$ cat config.mk
export PLATFORM = sky130hd
export DESIGN_NAME = mmu_prot_check
export DESIGN_NICKNAME = d
export VERILOG_FILES = /design/src/rtl/mmu_prot_check.sv
export SDC_FILE = /design/constraint.sdc
export NUM_CORES = 1
export LEC_CHECK = 0
export ABC_AREA = 1
export BUFFER_PORTS_ARGS = -buffer_cell sky130_fd_sc_hd__buf_2
export CORE_UTILIZATION = 48
export DETAILED_ROUTE_END_ITERATION = 8
export GPL_TIMING_DRIVEN = 0
export PLACE_DENSITY = 0.84
export SYNTH_ARGS = -nofsm -noshare
export SYNTH_HDL_FRONTEND = slang
export SYNTH_SLANG_ARGS = --single-unit
$ cat constraint.sdc
create_clock -name clk -period 1.4 [get_ports clk]
set_clock_uncertainty 0.05 [all_clocks]
set_input_delay 0.14 -clock clk [delete_from_list [all_inputs] [get_ports clk]]
set_output_delay 0.14 -clock clk [all_outputs]
set_load 0.01 [all_outputs]
$ cat src/rtl/mmu_prot_check.sv
module mmu_prot_check #(
  parameter int VA_W    = 32,
  parameter int DATA_W  = 32,
  parameter int WCODE_W = 10
) (
  input  logic               clk,
  input  logic               rst_n,
  input  logic               req_valid,
  input  logic [VA_W-1:0]    req_va,
  input  logic               req_store,
  input  logic               req_fetch,
  input  logic               req_user,
  input  logic [2:0]         pte_acc,
  input  logic               pte_mod,
  input  logic               walk_err,
  input  logic [WCODE_W-1:0] walk_code,
  input  logic               nofault_en,
  input  logic               rd_en,
  input  logic               rd_sel,
  output logic               fault_o,
  output logic [1:0]         trap_sel,
  output logic               grant_r,
  output logic               grant_w,
  output logic               grant_x,
  output logic [DATA_W-1:0]  fsr_o,
  output logic [VA_W-1:0]    far_o,
  output logic               rd_valid,
  output logic [DATA_W-1:0]  rd_data
);
  localparam int IDX_LSB  = 5;
  localparam int TYPE_LSB = 2;

  function automatic logic [1:0] ftype(input logic [2:0] idx, input logic [2:0] acc);
    logic [15:0] row;
    case (idx)
      3'd0: row = {2'd3, 2'd3, 2'd0, 2'd2, 2'd0, 2'd0, 2'd0, 2'd0};
      3'd1: row = {2'd0, 2'd0, 2'd0, 2'd2, 2'd0, 2'd0, 2'd0, 2'd0};
      3'd2: row = {2'd3, 2'd3, 2'd2, 2'd0, 2'd0, 2'd0, 2'd2, 2'd2};
      3'd3: row = {2'd0, 2'd0, 2'd2, 2'd0, 2'd0, 2'd0, 2'd2, 2'd2};
      3'd4: row = {2'd3, 2'd3, 2'd2, 2'd2, 2'd0, 2'd2, 2'd0, 2'd2};
      3'd5: row = {2'd0, 2'd2, 2'd0, 2'd2, 2'd0, 2'd2, 2'd0, 2'd2};
      3'd6: row = {2'd3, 2'd3, 2'd2, 2'd2, 2'd0, 2'd2, 2'd2, 2'd2};
      default: row = {2'd0, 2'd2, 2'd2, 2'd2, 2'd0, 2'd2, 2'd2, 2'd2};
    endcase
    return row[{acc, 1'b0} +: 2];
  endfunction

  function automatic logic [2:0] rights(input logic user, input logic [2:0] acc);
    case (acc)
      3'd0: return 3'b100;
      3'd1: return 3'b110;
      3'd2: return 3'b101;
      3'd3: return 3'b111;
      3'd4: return 3'b001;
      3'd5: return user ? 3'b100 : 3'b110;
      3'd6: return user ? 3'b000 : 3'b101;
      default: return user ? 3'b000 : 3'b111;
    endcase
  endfunction

  logic [2:0]        idx;
  logic [1:0]        ft;
  logic              nf_mask, prot_hit, record, give;
  logic [2:0]        rt;
  logic              rd_fsr;
  logic [DATA_W-1:0] code, fsr_q, fsr_seed;
  logic [VA_W-1:0]   far_q;

  assign idx      = {req_store, req_fetch, ~req_user};
  assign ft       = ftype(idx, pte_acc);
  assign prot_hit = ft != 2'd0;
  assign nf_mask  = nofault_en & req_user;
  assign record   = req_valid & (walk_err | (prot_hit & ~nf_mask));
  assign fault_o  = req_valid & (walk_err ? ~nofault_en : (prot_hit & ~nf_mask));
  assign trap_sel = !fault_o ? 2'b00 : (req_fetch ? 2'b01 : 2'b10);

  assign rt      = rights(req_user, pte_acc);
  assign give    = req_valid & ~walk_err & ~fault_o;
  assign grant_r = give & rt[2];
  assign grant_w = give & rt[1] & pte_mod;
  assign grant_x = give & rt[0];

  assign rd_fsr   = rd_en & ~rd_sel;
  assign code     = walk_err ? DATA_W'(walk_code) : (DATA_W'(ft) << TYPE_LSB);
  assign fsr_seed = (fsr_q != '0 && !rd_fsr) ? DATA_W'(1) : '0;

  always_ff @(posedge clk or negedge rst_n) begin
    if (!rst_n) begin
      fsr_q    <= '0;
      far_q    <= '0;
      rd_valid <= 1'b0;
      rd_data  <= '0;
    end else begin
      rd_valid <= rd_en;
      if (rd_en) rd_data <= rd_sel ? DATA_W'(far_q) : fsr_q;
      if (record) begin
        fsr_q <= fsr_seed | (DATA_W'(idx) << IDX_LSB) | code | DATA_W'(2);
        far_q <= req_va;
      end else if (rd_fsr) begin
        fsr_q <= '0;
      end
    end
  end

  assign fsr_o = fsr_q;
  assign far_o = far_q;
endmodule


==> Yosys cells after proc, flatten, opt, wreduce, memory -nomap -nowiden <==
Cells that the tools add are included.
{ "totals": {"output_inout_bits": 103, "input_bits": 56, "wordCells": 57, "register_bits": 97} }
{ "classes": {"reduce_logical": 7, "mux": 13, "bitwise_logic": 20, "n_shift": 1, "eq_ne": 12} }
{ "op_table": {"columns": ["op", "n"], "rows": [
  ["$pmux W16 S7", 1],
  ["$mux W32", 3],
  ["$reduce_bool A32 Y1", 1],
  ["$pmux W3 S7", 1],
  ["$eq A3 B3 Y1 const B", 6],
  ["$shiftx A16 B5 Y2", 1],
  ["$eq A3 B2 Y1 const B", 4],
  ["$and A1 B1 Y1", 11],
  ["$mux W10", 1],
  ["$or A8 B10 Y10", 1],
  ["$or A1 B8 Y8", 1],
  ["$eq A3 B1 Y1 const B", 2],
  ["$logic_not A3 Y1", 2],
  ["$mux W2", 3],
  ["$mux W3", 2],
  ["$not A1 Y1", 6],
  ["$reduce_bool A2 Y1", 2],
  ["$mux W1", 2],
  ["$logic_and A1 B1 Y1", 1],
  ["$logic_not A1 Y1", 1],
  ["$or A1 B1 Y1", 1]
]} }

==> Longest topological paths before layout <==
{ "logic_depth": {"ltp_word": 12, "depth_mapped": 10, "mapped_depth_nobuf": 9} }

==> Worst setup path before layout <==
No wires, ideal clock.
{ "synth_path": {"path_type": "input to output", "startpoint": "in req_fetch", "endpoint": "out trap_sel[0]", "path_stages": 9, "required_time_ps": 1210, "path_buffers": 1, "arrival_time_ps": 1004, "setup_slack_ps": 206, "path_cell_list": "inv_1 -> nor2_1 -> nand2_1 -> nand2_2 -> nor2_4 -> nand2_2 -> nand3_4 -> buf_4 -> nor3_2"} }
{ "synth_between": {"elab_chain_len": 8, "word_cells_on_any_way": 15, "cone_classes": "eq/ne: 6; shift: 1; mux: 4; bitwise: 2; reduce/logical: 2"} }
{ "synth_lines": {"columns": ["item", "line_no", "text"], "rows": [
  ["from (decl)", "11", "input logic req_fetch,"],
  ["$eq A3 B3 Y1 (tied with other cells)", "35", "case (idx)"],
  ["$pmux W16 S7", "35", null],
  ["$shiftx A16 B5 Y2", "45", "return row[{acc, 1'b0} +: 2];"],
  ["$reduce_bool A2 Y1", "71", "assign prot_hit = ft != 2'd0;"],
  ["$and A1 B1 Y1", "74", "assign fault_o = req_valid & (walk_err ? ~nofault_en : (prot_hit & ~nf_mask));"],
  ["$mux W1", "74", null],
  ["$and A1 B1 Y1", "74", null],
  ["$mux W2 (*)", "75", "assign trap_sel = !fault_o ? 2'b00 : (req_fetch ? 2'b01 : 2'b10);"],
  ["to (decl)", "21", "output logic [1:0] trap_sel,"]
]} }
Mark *: on every way between the ends. The rest lies on a longest branch, timed or not.

==> Worst setup path in the final report <==
{ "layout_path": {"startpoint": "in pte_acc[1]", "endpoint": "out trap_sel[1]"} }
{ "layout_between": {"elab_chain_len": 6} }
{ "layout_lines": {"columns": ["item", "line_no", "text"], "rows": [
  ["from (decl)", "13", "input logic [2:0] pte_acc,"],
  ["$shiftx A16 B5 Y2", "45", null],
  ["$reduce_bool A2 Y1", "71", null],
  ["$and A1 B1 Y1", "74", null],
  ["$mux W1", "74", null],
  ["$and A1 B1 Y1", "74", null],
  ["$mux W2", "75", null]
]} }
No other way between the ends.

==> results.json <==
{
  "synth_top_area_share_pct": 51.55,
  "final_cell_mix": "148 x nand2_1, 133 x buf_2, 75 x dfrtp_1",
  "cts_root_buf": "clkbuf_8",
  "stdcell_area_um2": 5024,
  "grt_pass1_wl_um": 15170,
  "ctsHtreeMaxLevel": 3,
  "netlist_top_cells_area": "dfrtp_1 52%, nand2_1 15%, nand3_1 10%, nand3_2 5.8%, buf_4 4.7%",
  "yosysUniqueCellTypes": 27,
  "power.density_nw_per_um2": 1119,
  "layout_commonest_cell": "nand2_1",
  "dp_cells": 664,
  "hp-class": "in -> reg",
  "required_ps": 1210,
  "first_pass_iters": 5,
  "p_comb_share_pct": 24.5,
  "antenna_found_initial": 0,
  "drv_slew": 0,
  "yosysWarnings": 0,
  "hold_end": "far_o[27]$_DFFE_PN0P_",
  "min_delay_path_depth": 3,
  "num_antenna_cells": 0,
  "ant_nets": 0,
  "drt_wl_total_um": 9623,
  "crit_path_max_fanout": 5,
  "grtUsageTotal_pct": 25.00,
  "p_int_mw": 3.855,
  "switching_share_pct": 31.41,
  "seqPwrFrac_pct": 47.4,
  "wl_per_cell_um": 13.55,
  "ir_drop_mv": 0.5817,
  "rr_startpoint": "fsr_o[0]$_DFFE_PN0P_",
  "gp_congestion": 0.8293,
  "worstPathArrival_ps": 1190,
  "cts_tree": "yes",
  "p_total_mw": 5.620,
  "postSynthCellCount": 412,
  "grt_setup_unrepaired": "true",
  "max_cap_violations": 0,
  "grt.overflow.total": 0,
  "die_h_um": 89.10,
  "synth_top_area_cell": "dfrtp_1",
  "vias": 3516,
  "hp-start": "req_va[27]",
  "path_clk_slew_ps": 70,
  "r2r_cells": 6,
  "tightestPinTransition_ps": 921.6,
  "relSlewSlack_pct": 38.56,
  "cts_buffers": 9,
  "die_area_um2": 7938,
  "place_ws_ps": -130.0,
  "worstSetupEndpointType": "output port",
  "ys_ff_latch": 75,
  "yosysSeqAreaShare_pct": 51.55,
  "hold_viol_final": 1,
  "layout_min_cycle_time_ps": 1385,
  "clockBufferDepth": 2,
  "pwr-share-clk_pct": 28.1,
  "area_growth_syn_to_layout_pct": 37.97,
  "rrSetupSlack_ps": 190,
  "violations": "hold timing",
  "setup_ws_ps": 15.32,
  "timing.rr.end": "fsr_o[0]$_DFFE_PN0P_",
  "fmax_mhz": 722.2,
  "p_switching_mw": 1.765,
  "finalCritPeriodShare_pct": 98.91,
  "nets": 664,
  "numPortBuffers": 132,
  "synth.avg_cell_area_um2": 8.837,
  "grt_max_degree": 76,
  "drc": 0,
  "final-setup-viol-count": 0,
  "hpwlAfterDp_um": 6836,
  "p_leak_nw": 2.848,
  "critPathKind": "in -> out",
  "fin_tns_setup_ps": 0,
  "postPlaceCellArea_um2": 4507,
  "dr.first_iter.drc_count": 232,
  "die_w_um": 89.10,
  "via_per_inst": 4.952,
  "io_pins": 159,
  "clock_latency_ps": 340,
  "status": "finished, violations left",
  "drive_gt1_share_pct": 36.33,
  "cts.sinks": 75,
  "coreArea_um2": 7292,
  "startpoint_type": "input port",
  "num_rows": 31,
  "hold_ws_ps": -1.630,
  "layout.cells.non_filler": 710,
  "synth_area_um2": 3641,
  "initial_core_util_pct": 49.93,
  "grt_pass1_vias": 3212
}
registers in the layout, indices dropped and copies added (netlist names):
register and count:
far_o 32, rd_data 32, rd_valid 1, fsr_o 10
layer usage:
layer	part of all wire (%)	GRT usage, %
met1	41	32.34
met2	50	42.40
met3	6.6	3.139
met4	2.0	10.82
met5	0	0
metrics by stage:
stage	hold slack, ps	util [%]
after floorplan	-205.6	-
after global placement	213.6	61.77
after detailed placement	220.4	61.81
after CTS	0.2080	68.39
after global routing	4.980	68.89
final	-1.630	68.89
worst max-delay path: stages:
cell	delay [ps]
buf_2	140
nor2_1	120
nand3_1	110
nand2_2	110
nor2_4	40
nand2_2	70
buf_4	110
nand3_4	90
nor3_2	120
buf_2	150
synth_stat cells, drive strengths merged:
master    n
nor2     14
o211ai    5
clkbuf   14
inv      13
nor3      2
o21ai     4
buf      34
a21o      1
conb      1
nand4     1
a21oi     1
dfrtp    75
nand3    95
nand2   152
cells by family after synthesis:
group	share of synthesized area, %
other	0.1030
AO/OA/AOI/OAI	2.027
flip-flops	51.55
buffers and inverters	11.72
AND/OR/NAND/NOR	34.61
power groups by stage:
stage	sequential, mW	combinational [mW]	clock, mW
6_report	2.67	1.38	1.58
5_1_grt	2.71	1.53	1.69
4_1_cts	2.66	1.37	1.59
3_5_place_dp	2.70	1.31	0
3_3_place_gp	2.69	1.27	0
2_1_floorplan	2.81	0.598	0
final cells by class:
cell class | instances | area, um2
Multi-Input combinational cell | 297 | 1431
Clock buffer | 9 | 123.9
Buffer | 47 | 370.4
Clock inverter | 5 | 56.30
Tap cell | 99 | 123.9
Timing Repair Buffer | 165 | 992.2
Sequential cell | 75 | 1877
Inverter | 13 | 48.80
Fill cell | 593 | 2268
what timing repair did:
item / 4_1_cts / 5_1_grt
resized for setup: 0 / 7
buffers inserted: 1 / 1
endpoints found under the setup margin: 3 / 3
endpoints found under the hold margin: 104 / 1
pin swaps: 0 / 3
hold buffers: 30 / 1
worst max path at each step:
stage,to,startpoint
2_1_floorplan,trap_sel[0],req_fetch
3_3_place_gp,far_o[16]$_DFFE_PN0P_,rst_n
3_5_place_dp,trap_sel[1],req_fetch
4_1_cts,grant_x,req_fetch
5_1_grt,trap_sel[1],pte_acc[1]
6_report,trap_sel[1],pte_acc[1]
Power figures use the tool's default switching activity.
